**config.mk**
```make
export PLATFORM = sky130hd
export DESIGN_NAME = uart_frame_rx
export DESIGN_NICKNAME = d
export VERILOG_FILES = /design/src/rtl/urx_pkg.sv /design/src/rtl/urx_line_sync.sv /design/src/rtl/urx_parity_judge.sv /design/src/rtl/urx_frame_fsm.sv /design/src/rtl/urx_report_reg.sv /design/src/rtl/uart_frame_rx.sv
export SDC_FILE = /design/constraint.sdc
export NUM_CORES = 1
export LEC_CHECK = 0
export BUFFER_PORTS_ARGS = -buffer_cell sky130_fd_sc_hd__buf_4
export CORE_MARGIN = 4
export CORE_UTILIZATION = 40
export CTS_BUF_LIST = sky130_fd_sc_hd__clkbuf_4 sky130_fd_sc_hd__clkbuf_8
export CTS_CLUSTER_SIZE = 25
export DETAILED_ROUTE_END_ITERATION = 16
export SYNTH_ARGS = -nofsm -noshare
export SYNTH_HDL_FRONTEND = slang
export SYNTH_SLANG_ARGS = --single-unit
```
**constraint.sdc**
```tcl
create_clock -name clk -period 4.55 [get_ports clk]
set_clock_uncertainty 0.15 [all_clocks]
set_input_delay 0.2275 -clock clk [delete_from_list [all_inputs] [get_ports clk]]
set_output_delay 0.2275 -clock clk [all_outputs]
set_load 0.01 [all_outputs]
```
**src/rtl/urx_pkg.sv**
```systemverilog
package urx_pkg;

   typedef enum logic [2:0] {
      PM_NONE   = 3'd0,
      PM_ODD    = 3'd1,
      PM_EVEN   = 3'd2,
      PM_ZERO   = 3'd3,
      PM_ONE    = 3'd4,
      PM_IGNORE = 3'd5
   } par_mode_e;

   typedef enum logic [1:0] {
      SL_ZERO     = 2'd0,
      SL_HALF     = 2'd1,
      SL_ONE      = 2'd2,
      SL_ONE_HALF = 2'd3
   } stop_len_e;

   typedef enum logic [2:0] {
      ST_IDLE,
      ST_START,
      ST_DATA,
      ST_PAR,
      ST_STOP,
      ST_TAIL
   } rx_state_e;

   // Unused codes fall back to "no parity slot".
   function automatic par_mode_e decode_par(input logic [2:0] code);
      case (code)
         3'd1:    return PM_ODD;
         3'd2:    return PM_EVEN;
         3'd3:    return PM_ZERO;
         3'd4:    return PM_ONE;
         3'd5:    return PM_IGNORE;
         default: return PM_NONE;
      endcase
   endfunction

   function automatic logic [3:0] clamp_bits(input logic [3:0] req, input logic [3:0] hi);
      if (req < 4'd5) return 4'd5;
      if (req > hi)   return hi;
      return req;
   endfunction

endpackage

```
**src/rtl/urx_line_sync.sv**
```systemverilog
module urx_line_sync #(
   parameter int STAGES = 2
) (
   input  logic clk,
   input  logic rst_n,
   input  logic line_i,
   input  logic invert_i,
   output logic line_o
);
   // Polarity is fixed before the synchronizer so idle is always 1.
   logic logical;
   assign logical = line_i ^ invert_i;

   generate
      if (STAGES == 0) begin : g_direct
         assign line_o = logical;
      end else begin : g_chain
         logic [STAGES-1:0] chain;
         always_ff @(posedge clk or negedge rst_n) begin
            if (!rst_n) chain <= '1;
            else if (STAGES == 1) chain <= logical;
            else chain <= {chain[STAGES-2:0], logical};
         end
         assign line_o = chain[STAGES-1];
      end
   endgenerate
endmodule

```
**src/rtl/urx_parity_judge.sv**
```systemverilog
module urx_parity_judge import urx_pkg::*; #(
   parameter int DMAX = 9
) (
   input  par_mode_e       mode,
   input  logic [DMAX-1:0] data,
   input  logic            rx_bit,
   output logic            exp_o,
   output logic            act_o,
   output logic            err_o
);
   logic ones_odd;
   assign ones_odd = ^data;   // upper bits are zero, so the full vector is safe

   always_comb begin
      exp_o = 1'b0;
      act_o = rx_bit;
      err_o = 1'b0;
      case (mode)
         PM_ODD:    begin exp_o = ~ones_odd; err_o = (exp_o != rx_bit); end
         PM_EVEN:   begin exp_o = ones_odd;  err_o = (exp_o != rx_bit); end
         PM_ZERO:   begin exp_o = 1'b0;      err_o = rx_bit; end
         PM_ONE:    begin exp_o = 1'b1;      err_o = ~rx_bit; end
         PM_IGNORE: begin exp_o = rx_bit; end
         default:   begin act_o = 1'b0; end
      endcase
   end
endmodule

```
**src/rtl/urx_frame_fsm.sv**
```systemverilog
module urx_frame_fsm import urx_pkg::*; #(
   parameter int OSR  = 16,
   parameter int DMAX = 9
) (
   input  logic            clk,
   input  logic            rst_n,
   input  logic            tick,
   input  logic            line,
   input  logic [3:0]      cfg_bits,
   input  logic [2:0]      cfg_par,
   input  logic [1:0]      cfg_stop,
   input  logic            cfg_msb,
   output logic            fire,
   output logic            stop_bad,
   output logic [DMAX-1:0] aligned,
   output logic            par_now,
   output par_mode_e       pm_q,
   output stop_len_e       sl_q,
   output logic [3:0]      w_q
);
   localparam int MID  = OSR / 2;
   localparam int QTR  = OSR / 4;
   localparam int CMAX = OSR + QTR;
   localparam int CW   = $clog2(CMAX + 1);
   localparam logic [CW-1:0] C_MID_CHK  = CW'(MID - 2);
   localparam logic [CW-1:0] C_BIT_END  = CW'(OSR - 1);
   localparam logic [CW-1:0] C_TAIL_END = CW'(MID - 1);
   localparam logic [3:0]    W_HI       = 4'(DMAX);

   rx_state_e       st;
   logic [CW-1:0]   cnt;
   logic [3:0]      nbit;
   logic [DMAX-1:0] sh, sh_nx;
   logic            msb_q, par_q;
   logic [CW-1:0]   stop_end_cnt;
   logic            bit_end, last_bit, stop_end;

   // Stop sample sits at the middle of the stop period: half a bit past the
   // last sample point plus half the stop length.
   always_comb begin
      case (sl_q)
         SL_HALF:     stop_end_cnt = CW'(MID + QTR - 1);
         SL_ONE_HALF: stop_end_cnt = CW'(OSR + QTR - 1);
         default:     stop_end_cnt = CW'(OSR - 1);
      endcase
   end

   assign bit_end  = tick && (cnt == C_BIT_END);
   assign stop_end = tick && (cnt == stop_end_cnt);
   assign last_bit = (nbit == (w_q - 4'd1));

   always_comb begin
      sh_nx = sh;
      if (st == ST_DATA && bit_end)
         sh_nx = msb_q ? {sh[DMAX-2:0], line} : {line, sh[DMAX-1:1]};
   end

   assign aligned = msb_q ? sh_nx : (sh_nx >> (W_HI - w_q));
   assign par_now = (st == ST_PAR) ? line : par_q;

   always_comb begin
      fire = 1'b0;
      case (st)
         ST_DATA: fire = bit_end && last_bit && (pm_q == PM_NONE) && (sl_q == SL_ZERO);
         ST_PAR:  fire = bit_end && (sl_q == SL_ZERO);
         ST_STOP: fire = stop_end;
         default: fire = 1'b0;
      endcase
   end
   assign stop_bad = (st == ST_STOP) && !line;

   always_ff @(posedge clk or negedge rst_n) begin
      if (!rst_n) begin
         st    <= ST_IDLE;
         cnt   <= '0;
         nbit  <= '0;
         sh    <= '0;
         msb_q <= 1'b0;
         par_q <= 1'b0;
         pm_q  <= PM_NONE;
         sl_q  <= SL_ONE;
         w_q   <= 4'd8;
      end else if (tick) begin
         case (st)
            ST_IDLE: begin
               if (!line) begin
                  st    <= ST_START;
                  cnt   <= '0;
                  nbit  <= '0;
                  sh    <= '0;
                  par_q <= 1'b0;
                  msb_q <= cfg_msb;
                  pm_q  <= decode_par(cfg_par);
                  sl_q  <= stop_len_e'(cfg_stop);
                  w_q   <= clamp_bits(cfg_bits, W_HI);
               end
            end
            ST_START: begin
               if (cnt == C_MID_CHK) begin
                  cnt <= '0;
                  st  <= line ? ST_IDLE : ST_DATA;
               end else begin
                  cnt <= cnt + 1'b1;
               end
            end
            ST_DATA: begin
               if (cnt == C_BIT_END) begin
                  sh   <= sh_nx;
                  cnt  <= '0;
                  nbit <= nbit + 4'd1;
                  if (last_bit) begin
                     if (pm_q != PM_NONE)    st <= ST_PAR;
                     else if (sl_q == SL_ZERO) st <= ST_TAIL;
                     else                      st <= ST_STOP;
                  end
               end else begin
                  cnt <= cnt + 1'b1;
               end
            end
            ST_PAR: begin
               if (cnt == C_BIT_END) begin
                  par_q <= line;
                  cnt   <= '0;
                  st    <= (sl_q == SL_ZERO) ? ST_TAIL : ST_STOP;
               end else begin
                  cnt <= cnt + 1'b1;
               end
            end
            ST_STOP: begin
               if (cnt == stop_end_cnt) begin
                  cnt <= '0;
                  st  <= ST_IDLE;
               end else begin
                  cnt <= cnt + 1'b1;
               end
            end
            ST_TAIL: begin
               // zero stop length: let the last bit run out before rearming
               if (cnt == C_TAIL_END) begin
                  cnt <= '0;
                  st  <= ST_IDLE;
               end else begin
                  cnt <= cnt + 1'b1;
               end
            end
            default: st <= ST_IDLE;
         endcase
      end
   end

   // captured settings do not move once a frame is under way
   a_r11_cfg_frozen: assert property (@(posedge clk) disable iff (!rst_n)
      (st != ST_IDLE && $past(st) != ST_IDLE) |-> ($stable(pm_q) && $stable(w_q) && $stable(sl_q) && $stable(msb_q)));

   // data reception is only entered from a confirmed start bit
   a_r2_start_confirmed: assert property (@(posedge clk) disable iff (!rst_n)
      (st == ST_DATA && $past(st) == ST_START) |-> !$past(line));

   // never counts more data bits than the captured width
   a_r3_bit_count: assert property (@(posedge clk) disable iff (!rst_n)
      (st == ST_DATA) |-> (nbit < w_q));
endmodule

```
**src/rtl/urx_report_reg.sv**
```systemverilog
module urx_report_reg import urx_pkg::*; #(
   parameter int DMAX = 9
) (
   input  logic            clk,
   input  logic            rst_n,
   input  logic            fire,
   input  logic [DMAX-1:0] data_i,
   input  logic            pexp_i,
   input  logic            pact_i,
   input  logic            perr_i,
   input  logic            stop_bad_i,
   input  par_mode_e       pm_q,
   input  stop_len_e       sl_q,
   input  logic [3:0]      w_q,
   output logic            valid_o,
   output logic [DMAX-1:0] data_o,
   output logic            ok_o,
   output logic            perr_o,
   output logic            pexp_o,
   output logic            pact_o,
   output logic            serr_o
);
   always_ff @(posedge clk or negedge rst_n) begin
      if (!rst_n) begin
         valid_o <= 1'b0;
         data_o  <= '0;
         ok_o    <= 1'b0;
         perr_o  <= 1'b0;
         pexp_o  <= 1'b0;
         pact_o  <= 1'b0;
         serr_o  <= 1'b0;
      end else begin
         valid_o <= fire;
         if (fire) begin
            data_o <= data_i;
            perr_o <= perr_i;
            pexp_o <= pexp_i;
            pact_o <= pact_i;
            serr_o <= stop_bad_i;
            ok_o   <= !(perr_i || stop_bad_i);
         end
      end
   end

   // a report lasts one cycle
   a_r10_single_pulse: assert property (@(posedge clk) disable iff (!rst_n)
      valid_o |=> !valid_o);

   // report fields only move with a strobe
   a_r10_hold: assert property (@(posedge clk) disable iff (!rst_n)
      !valid_o |-> ($stable(data_o) && $stable(ok_o) && $stable(serr_o) && $stable(perr_o)));

   // bits above the captured width are zero
   a_r3_upper_zero: assert property (@(posedge clk) disable iff (!rst_n)
      valid_o |-> ((data_o >> w_q) == '0));

   // no parity slot means no parity report
   a_r7_none_quiet: assert property (@(posedge clk) disable iff (!rst_n)
      (valid_o && pm_q == PM_NONE) |-> (!perr_o && !pexp_o && !pact_o));

   // ignore mode never flags and mirrors the received bit
   a_r6_ignore: assert property (@(posedge clk) disable iff (!rst_n)
      (valid_o && pm_q == PM_IGNORE) |-> (!perr_o && (pexp_o == pact_o)));

   // zero-length stop cannot be judged bad
   a_r8_stop_zero: assert property (@(posedge clk) disable iff (!rst_n)
      (valid_o && sl_q == SL_ZERO) |-> !serr_o);
endmodule

```
**src/rtl/uart_frame_rx.sv**
```systemverilog
module uart_frame_rx import urx_pkg::*; #(
   parameter int OSR         = 16,
   parameter int DMAX        = 9,
   parameter int SYNC_STAGES = 2
) (
   input  logic            clk,
   input  logic            rst_n,
   input  logic            rx_line,
   input  logic            baud16_tick,
   input  logic [3:0]      cfg_bits,
   input  logic [2:0]      cfg_parity,
   input  logic [1:0]      cfg_stop,
   input  logic            cfg_msb_first,
   input  logic            cfg_invert,
   output logic            frame_valid,
   output logic [DMAX-1:0] frame_data,
   output logic            frame_ok,
   output logic            parity_err,
   output logic            parity_expected,
   output logic            parity_actual,
   output logic            stop_err
);
   if (OSR < 8 || (OSR % 4) != 0) begin : g_bad_osr
      $error("uart_frame_rx: OSR must be a multiple of 4 and at least 8");
   end
   if (DMAX < 5 || DMAX > 15) begin : g_bad_dmax
      $error("uart_frame_rx: DMAX must lie in 5..15");
   end
   if (SYNC_STAGES < 0 || SYNC_STAGES > 4) begin : g_bad_sync
      $error("uart_frame_rx: SYNC_STAGES must lie in 0..4");
   end

   logic            line_s;
   logic            fire, stop_bad, par_now;
   logic [DMAX-1:0] aligned;
   par_mode_e       pm_q;
   stop_len_e       sl_q;
   logic [3:0]      w_q;
   logic            pexp, pact, perr;

   urx_line_sync #(.STAGES(SYNC_STAGES)) u_sync (
      .clk(clk), .rst_n(rst_n), .line_i(rx_line), .invert_i(cfg_invert), .line_o(line_s)
   );

   urx_frame_fsm #(.OSR(OSR), .DMAX(DMAX)) u_fsm (
      .clk(clk), .rst_n(rst_n), .tick(baud16_tick), .line(line_s),
      .cfg_bits(cfg_bits), .cfg_par(cfg_parity), .cfg_stop(cfg_stop), .cfg_msb(cfg_msb_first),
      .fire(fire), .stop_bad(stop_bad), .aligned(aligned), .par_now(par_now),
      .pm_q(pm_q), .sl_q(sl_q), .w_q(w_q)
   );

   urx_parity_judge #(.DMAX(DMAX)) u_par (
      .mode(pm_q), .data(aligned), .rx_bit(par_now),
      .exp_o(pexp), .act_o(pact), .err_o(perr)
   );

   urx_report_reg #(.DMAX(DMAX)) u_rep (
      .clk(clk), .rst_n(rst_n), .fire(fire), .data_i(aligned),
      .pexp_i(pexp), .pact_i(pact), .perr_i(perr), .stop_bad_i(stop_bad),
      .pm_q(pm_q), .sl_q(sl_q), .w_q(w_q),
      .valid_o(frame_valid), .data_o(frame_data), .ok_o(frame_ok),
      .perr_o(parity_err), .pexp_o(parity_expected), .pact_o(parity_actual),
      .serr_o(stop_err)
   );
endmodule

```
# ---- Word-level counts from Yosys, hierarchy flattened
# Cells that the tools add are included.
dict set report classes {
  add_sub_neg 4
  n_bitwise 4
  mux 49
  eq_ne 31
  shift 1
  order_cmp 2
  reduce_logical 26
}
# operator count
set ops {}
lappend ops {{9-bit two-way mux} 5}
lappend ops {{5-bit two-way mux} 5}
lappend ops {{5-bit case mux with 5 select lines} 1}
lappend ops {{3-bit two-way mux} 8}
lappend ops {{4-bit two-way mux} 6}
lappend ops {{3-bit by 2-bit == test with 1-bit output (second input constant)} 6}
lappend ops {{3-bit == test (second input constant)} 6}
lappend ops {{3-bit case mux with 6 select lines} 1}
lappend ops {{9-bit case mux with 2 select lines} 1}
lappend ops {{3-bit case mux with 5 select lines} 1}
lappend ops {{1-bit two-way mux} 14}
lappend ops {{2-bit by 1-bit inequality test with 1-bit output (second input constant)} 6}
lappend ops {{5-bit by 3-bit == test with 1-bit output (second input constant)} 2}
lappend ops {{5-bit case mux with 2 select lines} 1}
lappend ops {{3-bit by 1-bit == test with 1-bit output (second input constant)} 3}
lappend ops {{9-bit XOR reduction} 1}
lappend ops {{9-bit by 4-bit >> shifter with 9-bit output} 1}
lappend ops {{1-bit logical AND} 8}
lappend ops {{1-bit case mux with 4 select lines} 2}
lappend ops {{4-bit case mux with 2 select lines} 1}
lappend ops {{4-bit AND reduction} 2}
lappend ops {{8-bit AND reduction} 1}
lappend ops {{3-bit zero test} 2}
lappend ops {{3-bit AND reduction} 2}
lappend ops {{26 further kinds} 31}
dict set report word_totals {
  out_inout_bits 15
  reg_bits 49
  input_bits 15
  wordCells 134
}

# ---- Depth between registers and ports, before layout
# Gate-level depths: netlist of the first run.
dict set report logic_depth {
  ltp_word 12
  mapped_depth 17
  ltp_nobuf 15
}

# ---- Modules after synthesis
# A second synthesis of the first run with hierarchy kept.
dict set report unflattened {
  hier_cells 359
  area_unflattened_um2 3464.6
}
# module n_inst area_each_um2 cells_each seq_area_each_um2
set by_module_without_submodules {}
lappend by_module_without_submodules {urx_frame_fsm 1 2640.0 299 803.3}
lappend by_module_without_submodules {urx_report_reg 1 548.0 31 375.4}
lappend by_module_without_submodules {urx_parity_judge 1 215.2 26 0.0}
lappend by_module_without_submodules {urx_line_sync 1 61.3 3 52.6}

# ---- Worst setup path before layout of the first run
# No wires, ideal clock.
dict set report synth_timing {
  kind {register to register}
  startpoint {register u_fsm.cnt[0]}
  endpoint {register u_rep.ok_o}
  arrival_ns 3.574
  t_required_ns 4.334
  path_stages_with_launch 18
  slack_ns 0.761
  period_less_slack_ns 3.789
  setup_ns 0.066
  path_cell_list {dfrtp_1 > ha_1 > nand3_1 > inv_1 > ha_1 > and2_0 > clkbuf_1 > nand2_1 > clkbuf_1 > a21oi_1 > mux4_2 > a21oi_1 > o2bb2ai_1 > xnor2_1 > xnor3_1 > a21boi_1 > nor4_2 > a22o_1}
}
dict set report synth_between {
  elab_chain_len 12
  elab_cells_between_ends 20
  cone_classes {eq/ne: 4; shift: 1; mux: 4; bitwise: 1; reduce/logical: 10}
}
# item line
set synth_lines {}
lappend synth_lines {{start, declared} urx_frame_fsm.sv:31} ;# logic [CW-1:0] cnt;
lappend synth_lines {{start signal, assigned} urx_frame_fsm.sv:103} ;# cnt <= cnt + 1'b1;
lappend synth_lines {{start signal, assigned} urx_frame_fsm.sv:117} ;# cnt <= cnt + 1'b1;
lappend synth_lines {{start signal, assigned} urx_frame_fsm.sv:126} ;# cnt <= cnt + 1'b1;
lappend synth_lines {{5-bit by 4-bit == test with 1-bit output} urx_frame_fsm.sv:48} ;# assign bit_end = tick && (cnt == C_BIT_END);
lappend synth_lines {{1-bit logical AND} urx_frame_fsm.sv:48}
lappend synth_lines {{1-bit logical AND} urx_frame_fsm.sv:54} ;# if (st == ST_DATA && bit_end)
lappend synth_lines {{9-bit two-way mux} urx_frame_fsm.sv:54}
lappend synth_lines {{9-bit by 4-bit >> shifter with 9-bit output} urx_frame_fsm.sv:58} ;# assign aligned = msb_q ? sh_nx : (sh_nx >> (W_HI - w_q));
lappend synth_lines {{9-bit two-way mux} urx_frame_fsm.sv:58}
lappend synth_lines {{9-bit XOR reduction} urx_parity_judge.sv:12} ;# assign ones_odd = ^data;
lappend synth_lines {{1-bit NOT} urx_parity_judge.sv:19} ;# PM_ODD: begin exp_o = ~ones_odd; err_o = (exp_o != rx_bit); end
lappend synth_lines {{1-bit inequality test} urx_parity_judge.sv:19}
lappend synth_lines {{1-bit case mux with 4 select lines} urx_parity_judge.sv:18} ;# case (mode)
lappend synth_lines {{1-bit logical OR} urx_report_reg.sv:40} ;# ok_o <= !(perr_i || stop_bad_i);
lappend synth_lines {{1-bit zero test} urx_report_reg.sv:40}
lappend synth_lines {{end signal, assigned} urx_report_reg.sv:40}
lappend synth_lines {{end, declared} urx_report_reg.sv:17} ;# output logic ok_o,
# Several ways; a longest one is shown, not always the timed one.
# A chain may end at the register's enable or synchronous reset.

# ---- Worst setup path in the final report of the first run
# Same ends and word-level chain as after synthesis.

==> results of run 1 <==
[area by class of cell]
| cell class | count | area (um^2) |
|---|---|---|
| Fill cell | 794 | 4360 |
| Multi-Input combinational cell | 286 | 1960 |
| Sequential cell | 49 | 1230 |
| Timing Repair Buffer | 44 | 350 |
| Tap cell | 105 | 131 |
| Inverter | 21 | 78.8 |
| Clock buffer | 5 | 68.8 |
| Clock inverter | 3 | 43.8 |
[cell families (layout without fill, tap and decap cells)]
| logic type | Yosys count | count (layout) | synth area share |
|---|---|---|---|
| AO/OA/AOI/OAI | 106 | 106 | 0.208 |
| buffers and inverters | 45 | 73 | 0.0568 |
| multiplexers | 26 | 26 | 0.104 |
| AND/OR/NAND/NOR | 131 | 131 | 0.195 |
| flip-flops | 49 | 49 | 0.365 |
| adder cells (fa/ha/maj) | 7 | 7 | 0.0260 |
| XOR/XNOR | 16 | 16 | 0.0457 |
[flip-flops by register name, indices dropped and copies added (netlist names), 2 cells and up]
name and count:
u_fsm.sh 9, u_rep.data_o 9, u_fsm.cnt 5, u_fsm.nbit 4
u_fsm.w_q 4, u_fsm.pm_q 3, u_fsm.st 3, u_fsm.sl_q 2
u_sync.g_chain.chain 2
[where the power goes]
part	internal [W]	switching, W	leakage, nW
combinational	0.000426	0.000591	1.04
sequential	0.000521	0.000137	0.650
clock	0.000165	0.000159	0.0585
total	0.00111	0.000887	1.75
[per-layer routing]
metal | global-route usage | vias up
met4 | 0.0441 | 0
met3 | 0.0271 | 12
li1 | - | 1419
met5 | 0 | -
met1 | 0.246 | 1404
met2 | 0.293 | 103
[critical path, delay by kind of cell (launching register included)]
family,cells,cell delay [ns]
AO/OA/AOI/OAI,6,1.58
XOR/XNOR,2,0.58
adder cells (fa/ha/maj),2,0.48
buffers and inverters,1,0.05
flip-flops,1,0.43
AND/OR/NAND/NOR,4,0.85
[placed cells by master (no fill, tap or decap), drive strengths merged, types with 2 or more instances in the layout]
| cell type | n |
|---|---|
| a21boi | 2 |
| nor3b | 6 |
| o211ai | 4 |
| clkbuf | 5 |
| xor2 | 4 |
| o311ai | 2 |
| and2 | 2 |
| o21ai | 32 |
| inv | 20 |
| a211o | 2 |
| nand3 | 14 |
| a22o | 2 |
| nand3b | 4 |
| o21a | 2 |
| nand2 | 55 |
| a211oi | 2 |
| or2 | 2 |
| nor2b | 4 |
| buf | 36 |
| xnor2 | 11 |
| nor3 | 13 |
| a221oi | 4 |
| o221ai | 2 |
| ha | 7 |
| dfrtp | 45 |
| mux4 | 6 |
| a21o | 10 |
| and3 | 3 |
| a21oi | 23 |
| o31ai | 3 |
| nor4 | 2 |
| dfstp | 4 |
| or3 | 2 |
| mux2 | 12 |
| dlygate4sd3 | 8 |
| clkinv | 3 |
| a32oi | 2 |
| mux2i | 8 |
| nor2 | 20 |
| a22oi | 3 |
[worst max-delay path by stage]
stage | to | slack, ns | cells past startpoint
finish | u_rep.ok_o | 0.38 | 15
global route | u_rep.ok_o | 0.03 | 15
CTS | u_rep.ok_o | 0.36 | 15
detailed placement | u_rep.ok_o | 0.39 | 15
global placement | u_rep.ok_o | 0.58 | 15
floorplan | u_rep.ok_o | 0.76 | 17
[cells in the mapped netlist, drive strengths merged (3+ instances only)]
master  instances
and3            3
buf             6
nand3          14
dfrtp          45
a21oi          23
mux4            6
xnor2          11
nor2b           4
nor2           20
nand3b          4
a221oi          4
inv            19
nand2          55
nor3           13
mux2i           8
o21ai          32
mux2           12
clkbuf         18
o31ai           3
o211ai          4
a22oi           3
ha              7
dfstp           4
a21o           10
nor3b           6
xor2            4
[through the flow]
| step | instances | setup slack [ns] | instance area (um^2) |
|---|---|---|---|
| final | 513 | 0.382 | 3860 |
| after global routing | 513 | 0.0313 | 3860 |
| after CTS | 513 | 0.363 | 3850 |
| after detailed placement | 497 | 0.387 | 3660 |
| after global placement | 497 | 0.575 | 3660 |
| after floorplan | 380 | 0.761 | 3370 |
[repair_timing]
action | 4_1_cts | 5_1_grt
hold buffers | 8 | 0
resized for setup | 0 | 2
endpoints found under the hold margin | 51 | 0
endpoints found under the setup margin | 0 | 1
==> metrics.cfg, run 1 <==
[cells_and_area]
synthToLayoutAreaGrowth_pct=14.5
fin_nets=429
antennaDiodeCount=0
final_core_util=0.470
drive_above_1_share=0.191

[setup_path]
crit_start=u_fsm.cnt[0]
critPathMaxFanout=15
ff2ff_path_depth=15
cp_cell_sequence=ha_1, nand3_1, inv_1, ha_1, nand2_1, nor2_8, o21ai_0, a22oi_1, a211oi_2, xor2_1, o211ai_1, xnor3_1, a21boi_1, nor4_2, a22o_1
path_class=flop to flop
r2r_start=u_fsm.cnt[0]
cp-start-kind=flop
slowest_stage=o21ai_0
crit_top_cell=ha_1
ff2ff_setup_slack_ns=0.38
max_stage_delay_ns=0.52
critPathCaptureType=flop
worst-endpoint-arrival_ns=4.27
cp.required_ns=4.66
worst_r2r_endpoint=u_rep.ok_o

[timing]
fin_crit_ns=4.17
report.final.slew_viol_count=0
final.period_utilization=0.916
hold_viol_final=0
fin_setup_tns_ns=0
grt_setup_unrepaired=false
tightest_slew_ns=0.828
clock.fmax_ghz=0.240
whs_ns=0.00988
finalSetupViolations=0
maxSlewHeadroom=0.444

[synthesis]
ys_types=66
yosys_most_used_dff=dfrtp_1
synth_edf_count=0
syn_nets=402
synth_top_area_share=0.334
synth_area_per_cell_um2=8.87
synth.cell_area_um2=3370
ys_seq_area_frac=0.365
yosys_warnings=0
synth-seq-cells=49
synth_area_leaders=dfrtp_1 33%, nand2_1 6.1%, o21ai_0 4.5%
async_reset_ff_frac=1.00
synth_cells=380
synth_top_cell_by_area=dfrtp_1

[drt]
wl_met1_um=3900
wl_met2_um=4170
vias=2938
remaining_drc_errors=0
avgViaCountPerCell=5.73
drtPass1Iterations=5
drt-total-wl_um=8610
drtIter0Drc=241
antenna_left=0
top_layer=met4
wl_met3_um=430
wl_per_cell_um=16.8

[pwr]
p_total_w=0.00200
power_density_nw_per_um2=518
ir_worst_vdd_uv=256
power_leakage_nw=1.75

[worst_hold_path]
min-delay-start=cfg_parity[1]
hold_path.class=input port to flop
whs_endpoint=u_fsm.pm_q[1]
hold_depth=3

[global_route]
grt_pass1_wl_um=14400
grt_max_degree=50
grt_usage=0.178
antenna_found_initial=0
overflow=0
first_global_vias=2862

[die]
dieArea_um2=9960
die_y_um=99.8
coreArea_um2=8220
start_util=0.410
die_x_um=99.8
ios=30
rows=33

[place]
gp_congestion=0.911
hpwlAfterDp_um=6280
io_buffers=29

[clocking]
cts-root-buf=clkbuf_8
cts_sinks=49
cts_tree=yes
cts_buffers=5
cts_setup_buffers=0
cts.path.max_buffers=2
insertion_delay_ns=0.31
htree_num_levels=2
cts.clk_slew.worst_paths_ns=0.10

[run_status]
status=finished, final reports clean

[flow_run]
drv_cap=0

Note: power is estimated with default switching activity, not from simulation.
==> inputs of run 2 (changes only) <==
--- a/config.mk
+++ b/config.mk
@@ -5,6 +5,7 @@
 export SDC_FILE = /design/constraint.sdc
 export NUM_CORES = 1
 export LEC_CHECK = 0
+export ABC_AREA = 1
 export BUFFER_PORTS_ARGS = -buffer_cell sky130_fd_sc_hd__buf_4
 export CORE_MARGIN = 4
 export CORE_UTILIZATION = 40
==> run 2 against run 1 <==
  * Register-to-register slack better by 0.49 ns
  * Sequential share of layout area up 0.48 points
  * Sequential cell count unchanged
  * Worst setup slack better by 0.49 ns
  * Clock power down 17%
  * Hold slack better by 0.014 ns
  * Critical path depth up 15
  * Synthesized area down 0.15%
  * Cell count up 21%
  * Core utilization down 0.70 points
  * Largest power group unchanged
  * Highest routed layer unchanged
==> metrics.cfg, run 2 <==
[run_status]
status=finished, final reports clean

[synthesis]
yosys_warnings=0
yosys.area_share.simple=0.387
synth_edf_count=0
synth_top_cell_by_area=dfrtp_1
synth_compound_area_frac=0.116
synth_mux_area_frac=0
synth_area_leaders=dfrtp_1 33%, nand2_1 18%, nand3_1 8.2%
synth.cell_area_um2=3370
ys_types=35
synthAdderAreaFrac=0.0260
synthTopCellsByCount=157 x nand2_1, 55 x nand3_1, 52 x inv_1, 45 x dfrtp_1, 38 x o21ai_0
synth_area_per_cell_um2=6.93
synth-seq-cells=49
synth_top_area_share=0.335
ys_seq_area_frac=0.366
yosys_most_used_dff=dfrtp_1
yosysMostFrequentCell=nand2_1
synth_cells=486
synth-xor-area-share=0.0156
syn_nets=508
synth_top_family_by_area=simple AND/OR/NAND/NOR gates
async_reset_ff_frac=1.00

[setup_path]
cp_num_buf_inv=4
worst-endpoint-arrival_ns=3.73
ff2ff_path_depth=30
worst_r2r_endpoint=u_rep.perr_o
critPathMaxFanout=13
ff2ff_setup_slack_ns=0.87
path_class=flop to flop
critPathCaptureType=flop
cp-start-kind=flop
crit_top_cell=nand2_1
max_stage_delay_ns=0.41
path_delay_family=simple AND/OR/NAND/NOR gates
r2r_start=u_fsm.cnt[0]
slowest_stage=dfrtp_1
cp.required_ns=4.60

[global_route]
grt_max_degree=50
grtUsageMet1=0.212
grt_pass1_wl_um=14300
use_met3=0.0337
antenna_found_initial=0
grt_usage=0.178
overflow=0
use_met2=0.313
top_usage_layer=met2
first_global_vias=3178

[timing]
grt_setup_unrepaired=false
whs_ns=0.0236
final.period_utilization=0.809
hold_viol_final=0
tightest_slew_ns=0.913
maxSlewHeadroom=0.389
clock.fmax_ghz=0.272
fin_crit_ns=3.68
report.final.slew_viol_count=0
finalSetupViolations=0
fin_setup_tns_ns=0
fin_ws_ns=0.867

[clocking]
cts.path.max_buffers=2
cts_tree=yes
cts-root-buf=clkbuf_8
cts.clk_slew.worst_paths_ns=0.10
cts_buffers=5
cts_setup_buffers=0
insertion_delay_ns=0.30
htree_num_levels=2
cts_sinks=49

[drt]
antenna_left=0
drt-total-wl_um=8180
vias=3177
remaining_drc_errors=0
drtPass1Iterations=4
avgViaCountPerCell=5.10
drtIter0Drc=133
wl_per_cell_um=13.1

[die]
coreArea_um2=8220
die_y_um=99.7
rows=33
ios=30
start_util=0.410
dieArea_um2=9950
die_x_um=99.7

[worst_hold_path]
hold_depth=3
min-delay-start=cfg_parity[2]
whs_endpoint=u_fsm.pm_q[2]
hold_path.class=input port to flop

[cells_and_area]
fin_nets=539
synthToLayoutAreaGrowth_pct=13.0
instances_no_fill=623
top_regs=u_fsm.sh: 9 flops, u_rep.data_o: 9 flops, u_fsm.cnt: 5 flops
layout_commonest_cell=nand2_1
final_cell_mix=157 x nand2_1, 55 x nand3_1, 52 x inv_1
drive_above_1_share=0.156
antennaDiodeCount=0

[place]
place_ws_ns=0.866
dp_cells=609
io_buffers=29
hpwlAfterDp_um=6270
gp_congestion=0.927

[pwr]
ir_worst_vdd_uv=328
power_leakage_nw=1.94
power_density_nw_per_um2=548

[flow_run]
drv_cap=0

run 2: cell count changes in the layout (fill, tap and decap cells not counted), moves of 6 or more:
cell     previous run  this run
inv_1              19        52
a21o_1             10         0
xnor2_1            11         2
nand3_2             0        14
inv_2               0         7
o21ai_0            30        38
nand3_1            14        55
nand2_2             0        11
nor2_1             19        29
mux4_2              6         0
mux2i_1             8         0
nand2_1            55       157
mux2_2             12         0
run 2: through the flow:
stage / cell area [um^2] / power, W / util
final: 3800 / 0.00208 / 0.463
after CTS: 3800 / 0.00210 / 0.463
after global routing: 3800 / 0.00231 / 0.463
after global placement: 3650 / 0.00181 / 0.444
after detailed placement: 3650 / 0.00182 / 0.444
after floorplan: 3370 / 0.00155 / -
run 2: layout make-up:
cell class                      count  area (um^2)
Timing Repair Buffer               37          293
Clock buffer                        5         68.8
Fill cell                         837         4410
Inverter                           59          221
Multi-Input combinational cell    365         1840
Tap cell                          105          131
Sequential cell                    49         1230
Clock inverter                      3         21.3
run 2: cells by family after synthesis:
family                     after synthesis
AOI/OAI and AO/OA                       71
xor gates and xnor gates                 6
adders and majority gates                7
buffers and inverters                   72
DFF                                     49
and+or+nand+nor                        281
run 2: worst max path at each step:
| stage | start | endpoint | cells past startpoint | slack (ns) |
|---|---|---|---|---|
| 2_1_floorplan | u_fsm.cnt[0] | u_rep.perr_o | 28 | 1.69 |
| 3_3_place_gp | u_fsm.cnt[0] | u_rep.perr_o | 30 | 0.90 |
| 3_5_place_dp | u_fsm.cnt[0] | u_rep.perr_o | 30 | 0.87 |
| 4_1_cts | u_fsm.cnt[0] | u_rep.perr_o | 30 | 0.84 |
| 5_1_grt | u_fsm.cnt[0] | u_rep.perr_o | 28 | 0.40 |
| 6_report | u_fsm.cnt[0] | u_rep.perr_o | 30 | 0.87 |
run 2: worst register-to-register path, delay by kind of cell (launching register included):
kind,cells,cell delay (ns)
and+or+nand+nor,24,2.26
buffers and inverters,4,0.38
adders and majority gates,2,0.40
DFF,1,0.41
run 2: where the power goes:
part           switching, W  internal (W)
Sequential         0.000100      0.000526
Clock              0.000159      0.000110
Combinational      0.000790      0.000400
Total               0.00105       0.00103
run 2: what timing repair did:
item / CTS / global route
resized for setup: 0 / 0
endpoints found under the hold margin: 49 / 0
hold buffers: 6 / 0
run 2: metal layers:
metal,wire (um),vias to the layer above,share of wire
met5,0,-,0
met4,182,0,0.022
met2,4130,69,0.50
li1,-,1635,-
met3,260,18,0.032
met1,3620,1455,0.44
